===== src/rtl/wme_pkg.sv =====
package wme_pkg;
  typedef enum logic [1:0] {
    OP_COPY_S = 2'd0,
    OP_COPY_L = 2'd1,
    OP_FILL   = 2'd2,
    OP_NONE   = 2'd3
  } wme_op_e;

  typedef enum logic [1:0] {
    ST_IDLE  = 2'd0,
    ST_READ  = 2'd1,
    ST_WRITE = 2'd2,
    ST_FILL  = 2'd3
  } wme_state_e;
endpackage


===== src/rtl/wme_seq.sv =====
module wme_seq
  import wme_pkg::*;
(
  input  logic       clk_i,
  input  logic       rst_ni,
  input  logic       start_i,
  input  logic [1:0] op_i,
  input  logic       irq_i,
  input  logic       last_i,
  output wme_state_e state_o,
  output logic       load_o,
  output logic       step_o,
  output logic       fin_copy_o,
  output logic       fin_fill_o,
  output logic       abort_o
);
  wme_state_e state_q, state_d;
  wme_op_e    op;

  assign op         = wme_op_e'(op_i);
  assign load_o     = (state_q == ST_IDLE) && start_i && (op != OP_NONE);
  assign step_o     = (state_q == ST_WRITE) || (state_q == ST_FILL);
  assign fin_copy_o = (state_q == ST_WRITE) && last_i;
  assign fin_fill_o = (state_q == ST_FILL) && last_i;
  // interrupt only honoured while words remain
  assign abort_o    = (state_q == ST_FILL) && !last_i && irq_i;

  always_comb begin
    state_d = state_q;
    unique case (state_q)
      ST_IDLE:  if (load_o) state_d = (op == OP_FILL) ? ST_FILL : ST_READ;
      ST_READ:  state_d = ST_WRITE;
      ST_WRITE: state_d = last_i ? ST_IDLE : ST_READ;
      ST_FILL:  if (last_i || irq_i) state_d = ST_IDLE;
      default:  state_d = ST_IDLE;
    endcase
  end

  always_ff @(posedge clk_i or negedge rst_ni) begin
    if (!rst_ni) state_q <= ST_IDLE;
    else         state_q <= state_d;
  end

  assign state_o = state_q;


  fin_abort_excl_chk: assert property (@(posedge clk_i) disable iff (!rst_ni)
    !(fin_fill_o && abort_o));
endmodule


===== src/rtl/wme_dpath.sv =====
module wme_dpath
  import wme_pkg::*;
#(
  parameter int AW        = 15,
  parameter int DW        = 16,
  parameter int CW        = 16,
  parameter int SHORT_N   = 3,
  parameter int LONG_N    = 4,
  parameter bit COMPAT_EN = 1'b1
) (
  input  logic          clk_i,
  input  logic          rst_ni,
  input  logic          load_i,
  input  logic [1:0]    op_i,
  input  logic          legacy_i,
  input  logic [DW-1:0] a_i,
  input  logic [DW-1:0] b_i,
  input  logic [CW-1:0] cnt_i,
  input  logic          step_i,
  input  logic          fin_copy_i,
  input  logic          fin_fill_i,
  input  logic          abort_i,
  output logic [AW-1:0] src_o,
  output logic [AW-1:0] dst_o,
  output logic [DW-1:0] val_o,
  output logic          last_o,
  output logic [DW-1:0] a_o,
  output logic [DW-1:0] b_o,
  output logic          done_o,
  output logic          restart_o,
  output logic          e_clr_o
);
  localparam int PADW = DW - AW;

  logic [AW-1:0] src_q, dst_q;
  logic [DW-1:0] val_q, sav_a_q, sav_b_q, res_a_q, res_b_q;
  logic [CW-1:0] cnt_q, cnt_init;
  logic          legacy_q, bump;
  logic          done_q, restart_q, eclr_q;
  logic [AW-1:0] src_ret, dst_ret, dst_inc;

  generate
    if (COMPAT_EN) begin : g_compat
      assign bump = legacy_q;
    end else begin : g_plain
      assign bump = 1'b0;
    end
  endgenerate

  always_comb begin
    unique case (wme_op_e'(op_i))
      OP_COPY_S: cnt_init = CW'(SHORT_N);
      OP_COPY_L: cnt_init = CW'(LONG_N);
      default:   cnt_init = cnt_i;
    endcase
  end

  assign dst_inc = dst_q + AW'(1);
  assign src_ret = src_q + AW'(1) + AW'(bump);
  assign dst_ret = dst_inc + AW'(bump);

  always_ff @(posedge clk_i or negedge rst_ni) begin
    if (!rst_ni) begin
      src_q    <= '0;
      dst_q    <= '0;
      val_q    <= '0;
      cnt_q    <= '0;
      sav_a_q  <= '0;
      sav_b_q  <= '0;
      legacy_q <= 1'b0;
    end else if (load_i) begin
      src_q    <= a_i[AW-1:0];
      dst_q    <= b_i[AW-1:0];
      val_q    <= a_i;
      cnt_q    <= cnt_init;
      sav_a_q  <= a_i;
      sav_b_q  <= b_i;
      legacy_q <= legacy_i;
    end else if (step_i) begin
      src_q <= src_q + AW'(1);
      dst_q <= dst_inc;
      val_q <= val_q + DW'(1);
      cnt_q <= cnt_q - CW'(1);
    end
  end

  always_ff @(posedge clk_i or negedge rst_ni) begin
    if (!rst_ni) begin
      res_a_q   <= '0;
      res_b_q   <= '0;
      done_q    <= 1'b0;
      restart_q <= 1'b0;
      eclr_q    <= 1'b0;
    end else begin
      done_q    <= fin_copy_i || fin_fill_i;
      restart_q <= abort_i;
      eclr_q    <= fin_copy_i;
      if (fin_copy_i) begin
        res_a_q <= {{PADW{1'b0}}, src_ret};
        res_b_q <= {{PADW{1'b0}}, dst_ret};
      end else if (fin_fill_i) begin
        res_a_q <= '0;
        res_b_q <= {{PADW{1'b0}}, dst_inc};
      end else if (abort_i) begin
        res_a_q <= sav_a_q;
        res_b_q <= sav_b_q;
      end
    end
  end

  assign src_o     = src_q;
  assign dst_o     = dst_q;
  assign val_o     = val_q;
  assign last_o    = (cnt_q == CW'(1));
  assign a_o       = res_a_q;
  assign b_o       = res_b_q;
  assign done_o    = done_q;
  assign restart_o = restart_q;
  assign e_clr_o   = eclr_q;


  restore_chk: assert property (@(posedge clk_i) disable iff (!rst_ni)
    restart_q |-> (res_a_q == sav_a_q && res_b_q == sav_b_q));
endmodule


===== src/rtl/word_move_engine.sv =====
module word_move_engine
  import wme_pkg::*;
#(
  parameter int AW        = 15,
  parameter int DW        = 16,
  parameter int CW        = 16,
  parameter int SHORT_N   = 3,
  parameter int LONG_N    = 4,
  parameter bit COMPAT_EN = 1'b1
) (
  input  logic          clk_i,
  input  logic          rst_ni,
  input  logic          start_i,
  input  logic [1:0]    op_i,
  input  logic          legacy_i,
  input  logic [DW-1:0] a_i,
  input  logic [DW-1:0] b_i,
  input  logic [CW-1:0] cnt_i,
  input  logic          irq_i,
  output logic [AW-1:0] mem_addr_o,
  output logic          mem_re_o,
  output logic          mem_we_o,
  output logic [DW-1:0] mem_wdata_o,
  input  logic [DW-1:0] mem_rdata_i,
  output logic [DW-1:0] a_o,
  output logic [DW-1:0] b_o,
  output logic          done_o,
  output logic          restart_o,
  output logic          e_clr_o,
  output logic          busy_o
);
  wme_state_e    state;
  logic          load, step, fin_copy, fin_fill, abort, last;
  logic [AW-1:0] src, dst;
  logic [DW-1:0] val;

  wme_seq u_seq (
    .clk_i      (clk_i),
    .rst_ni     (rst_ni),
    .start_i    (start_i),
    .op_i       (op_i),
    .irq_i      (irq_i),
    .last_i     (last),
    .state_o    (state),
    .load_o     (load),
    .step_o     (step),
    .fin_copy_o (fin_copy),
    .fin_fill_o (fin_fill),
    .abort_o    (abort)
  );

  wme_dpath #(
    .AW(AW), .DW(DW), .CW(CW),
    .SHORT_N(SHORT_N), .LONG_N(LONG_N), .COMPAT_EN(COMPAT_EN)
  ) u_dpath (
    .clk_i      (clk_i),
    .rst_ni     (rst_ni),
    .load_i     (load),
    .op_i       (op_i),
    .legacy_i   (legacy_i),
    .a_i        (a_i),
    .b_i        (b_i),
    .cnt_i      (cnt_i),
    .step_i     (step),
    .fin_copy_i (fin_copy),
    .fin_fill_i (fin_fill),
    .abort_i    (abort),
    .src_o      (src),
    .dst_o      (dst),
    .val_o      (val),
    .last_o     (last),
    .a_o        (a_o),
    .b_o        (b_o),
    .done_o     (done_o),
    .restart_o  (restart_o),
    .e_clr_o    (e_clr_o)
  );

  assign mem_re_o    = (state == ST_READ);
  assign mem_we_o    = (state == ST_WRITE) || (state == ST_FILL);
  assign mem_addr_o  = (state == ST_READ) ? src : dst;
  assign mem_wdata_o = (state == ST_FILL) ? val : mem_rdata_i;
  assign busy_o      = (state != ST_IDLE);


  mem_excl_chk: assert property (@(posedge clk_i) disable iff (!rst_ni)
    !(mem_re_o && mem_we_o));

  rd_then_wr_chk: assert property (@(posedge clk_i) disable iff (!rst_ni)
    mem_re_o |=> mem_we_o);

  eclr_with_done_chk: assert property (@(posedge clk_i) disable iff (!rst_ni)
    e_clr_o |-> done_o);

  end_excl_chk: assert property (@(posedge clk_i) disable iff (!rst_ni)
    !(done_o && restart_o));

  fill_step_chk: assert property (@(posedge clk_i) disable iff (!rst_ni)
    (mem_we_o && $past(mem_we_o)) |->
      (mem_addr_o == $past(mem_addr_o) + 1'b1 && mem_wdata_o == $past(mem_wdata_o) + 1'b1));

  fill_done_zero_chk: assert property (@(posedge clk_i) disable iff (!rst_ni)
    (done_o && !e_clr_o) |-> (a_o == '0));
endmodule


===== config.mk =====
export PLATFORM = sky130hd
export DESIGN_NAME = word_move_engine
export DESIGN_NICKNAME = d
export VERILOG_FILES = /design/src/rtl/wme_pkg.sv /design/src/rtl/wme_seq.sv /design/src/rtl/wme_dpath.sv /design/src/rtl/word_move_engine.sv
export SDC_FILE = /design/constraint.sdc
export NUM_CORES = 1
export LEC_CHECK = 0
export ABC_CLOCK_PERIOD_IN_PS = 7300
export BUFFER_PORTS_ARGS = -buffer_cell sky130_fd_sc_hd__buf_2
export CAP_MARGIN = 0
export CORE_MARGIN = 2
export CORE_UTILIZATION = 45
export DETAILED_ROUTE_END_ITERATION = 10
export GPL_ROUTABILITY_DRIVEN = 0
export PLACE_DENSITY = 0.67
export SLEW_MARGIN = 5
export SYNTH_ARGS = -nofsm -noshare
export SYNTH_HDL_FRONTEND = slang
export SYNTH_SLANG_ARGS = --single-unit

===== constraint.sdc =====
create_clock -name clk_i -period 7.3 [get_ports clk_i]
set_input_delay 0 -clock clk_i [delete_from_list [all_inputs] [get_ports clk_i]]
set_output_delay 0 -clock clk_i [all_outputs]
set_load 0.02 [all_outputs]

==> metrics.csv <==
metric,value,unit
status,"complete, no violations",
# rows,47,
Top Family by Delay on Critical Path,simple AND/OR/NAND/NOR gates,
worst skew pair latency,0.42,ns
clk buf depth,2,
Sinks on Clock Net,132,
Routed Antenna Nets,0,
Max Fclk,0.328,GHz
"EDFF count, synth",0,
max-slew violations,0,
Tot GR Track Use,24.1,%
post-synth top area share,43.9,%
maximum VDD drop,0.000186,V
Post-route DRC,0,
crit path kind,reg -> reg,
core outline area,0.0165,mm²
Mapped Avg Cell Area,8.98,µm²
HPWL after DPL,14000,µm
Post-CTS Setup Bufs,0,
IO Pins,140,
Syn-to-layout area delta,24.4,%
layout cells sized above 1,22.2,%
starting utilization of the core area,45.7,%
Cell Pwr Density,429,mW/mm²
Worst Hold Launch,op_i[1],
total die area,0.0178,mm²
maxcap violations,0,
RSZ-0062 raised after global routing,false,
Die Ht,133,µm
Post-CTS Hold Fix Bufs,51,
Final nets,1072,
CP peak stage delay,0.83,ns
relative slew slack,45.2,%
post-synthesis register bit count,132,
crit path max fanout,33,
LEAKAGE,4.41,nW
Main synth FF type,dfrtp_1,
Mapped Area,0.00752,mm²
H-Tree Depth,4,
number of vias per cell,5.43,
critical path capture point type,flip-flop,
clock-pin slew of the registers on the worst-case setup and hold paths,0.05,ns
fillers,1559,
drt initial violations,441,
first drt pass iteration count,5,
skew final,0.0118,ns
WP buf/inv,1,
critical path's slowest cell,dfrtp_1,
CP Data Required Time,7.57,ns
port bufs,139,
final setup fails,0,
crit-path cells,nand2_1 -> or3b_2 -> buf_4 -> mux2_2 -> nand2_1 -> o21ai_0,
gr ovfl total,0,
PostCTS Resize Cnt,0,
net count after synthesis,918,
Synth Warn #,0,
Area contributors post-synth,"dfrtp_1, nand2_1, mux2_2, xnor2_1, xor2_1",
largest net degree at the start of global routing,79,
Reg2Reg Launch Point,u_seq.state_o[1],
WL/cell,16.7,µm
Critical Path AT,3.32,ns
Critical Path Source,u_seq.state_o[1],
Tot Pwr,4.01,mW
post-layout min period,3.05,ns
worst slew pin tran,0.822,ns
vias in the first global route,6604,
cell count after synthesis,838,
Worst path most repeated cell,nand2_1,
Die Width,133,µm
CP Launch Type,flip-flop,
post-synthesis sequential area ratio,43.9,%
Fin Setup TNS,0,ns
total number of vias,6645,
CTS tree,done,
Synth area leader,dfrtp_1,
period utilisation layout,41.8,%
final hold vios,0,
first-pass GRT wire length,33900,µm
final WL,20400,µm
ANT cells,0,
synth unique cells,57,
worst min path class,in -> reg,
clock tree root buffer cell,clkbuf_16,
ys async rst share,100,%
CTS buffer count,17,
initial antenna violation count,0,
[tightest hold or removal path, stage by stage]
cell and delay, ns:
buf_2 0.20, nand3_1 0.10, o21ai_0 0.07
[cell type report]
type,count,area [µm²],share of cell area (%)
inverters,16,60.1,0.642
flip-flops and latches,132,3300,35.3
clock inverters,6,80.1,0.856
repair buffers,198,1270,13.6
multi-input cells,627,3900,41.7
well taps,220,275,2.94
clock buffers,24,462,4.93
[final timing paths]
kind | to | slack (ns) | cells after the start
setup / recovery | u_dpath.b_o[12] | 4.25 | 6
hold / removal | u_dpath.cnt_q[13] | 0.006 | 3
setup reg to reg | u_dpath.b_o[12] | 4.25 | 6
hold reg to reg | u_dpath.sav_a_q[14] | 0.47 | 2
max in group asynchronous | u_dpath.sav_b_q[6] | 5.85 | 3
min in group asynchronous | u_dpath.val_o[12] | 0.17 | 2
[kinds of logic after synthesis]
family	Yosys count	share of synthesized area [%]
mux	65	9.28
compound gates	127	10.2
xor+xnor	80	9.31
buf+inv	79	4.26
fa+ha+maj	10	1.63
simple gates	345	21.4
flops	132	43.9
[state kept, by name, indices dropped and copies added, names as in the netlist]
name / count
u_dpath.val_o: 16
u_seq.state_o: 2
u_dpath.sav_a_q: 16
u_dpath.dst_o: 15
u_dpath.sav_b_q: 16
u_dpath.cnt_q: 16
u_dpath.a_o: 16
u_dpath.b_o: 16
u_dpath.src_o: 15
u_dpath.restart_o: 1
u_dpath.e_clr_o: 1
u_dpath.done_o: 1
u_dpath.bump: 1
[report_power, final]
group | switching [mW] | internal, mW
registers | 0.411 | 1.08
clock network | 0.299 | 0.505
logic | 0.993 | 0.724
total | 1.70 | 2.31
[Yosys cell counts (3+ instances only)]
| master | number |
|---|---|
| a211oi_1 | 5 |
| a21oi_1 | 28 |
| a22oi_1 | 11 |
| a31oi_1 | 3 |
| and3_1 | 9 |
| and4_1 | 3 |
| buf_1 | 5 |
| buf_2 | 6 |
| buf_4 | 4 |
| clkbuf_1 | 47 |
| dfrtp_1 | 132 |
| ha_1 | 9 |
| inv_1 | 15 |
| mux2_2 | 38 |
| mux2i_1 | 27 |
| nand2_1 | 185 |
| nand3_1 | 43 |
| nand3b_1 | 5 |
| nand4_1 | 12 |
| nor2_1 | 35 |
| nor3_1 | 13 |
| nor4_1 | 12 |
| nor4b_1 | 3 |
| o211ai_1 | 12 |
| o21ai_0 | 47 |
| o22ai_1 | 9 |
| or2_2 | 3 |
| or3_1 | 4 |
| xnor2_1 | 41 |
| xor2_1 | 39 |
[routing by layer]
layer / routed length [µm] / track usage (%)
met3: 832 / 4.49
met4: 437 / 7.57
met2: 9950 / 40.8
met5: 0 / 0
met1: 9190 / 31.4
[through the flow]
stage	instance area (µm²)	setup WS (ns)	utilization [%]	hold slack, ns	instances
final	9360	4.25	56.8	0.00639	1223
after global routing	9360	3.99	56.8	0.0221	1223
after CTS	9360	4.18	56.8	0.000661	1223
after detailed placement	8300	4.20	50.4	0.0506	1142
after global placement	8300	4.33	50.4	0.0556	1142
after floorplan	7520	4.88	-	-0.296	838
[cells in the final DEF (no fill, tap or decap), types with 3 or more instances in the layout]
master / synthesis / final
o21ai_0: 47 / 47
mux2_2: 38 / 38
or2_2: 3 / 3
nor4b_1: 3 / 3
nand4_1: 12 / 12
inv_1: 15 / 15
dfrtp_1: 132 / 132
mux2i_1: 27 / 27
o211ai_1: 12 / 12
a31oi_1: 3 / 3
and3_1: 9 / 8
ha_1: 9 / 9
a22oi_1: 11 / 11
nand3b_1: 5 / 5
nand3_1: 43 / 43
nor3_1: 13 / 13
a21oi_1: 28 / 28
xor2_1: 39 / 39
a211oi_1: 5 / 5
nor2_1: 35 / 34
or3_1: 4 / 4
nor4_1: 12 / 12
and4_1: 3 / 3
buf_4: 4 / 8
o22ai_1: 9 / 9
xnor2_1: 41 / 41
clkbuf_16: 0 / 17
clkinv_2: 0 / 4
dlygate4sd3_1: 0 / 51
buf_2: 6 / 138
clkbuf_1: 47 / 6
nand2_1: 185 / 185
(Power assumes the default switching activity.)
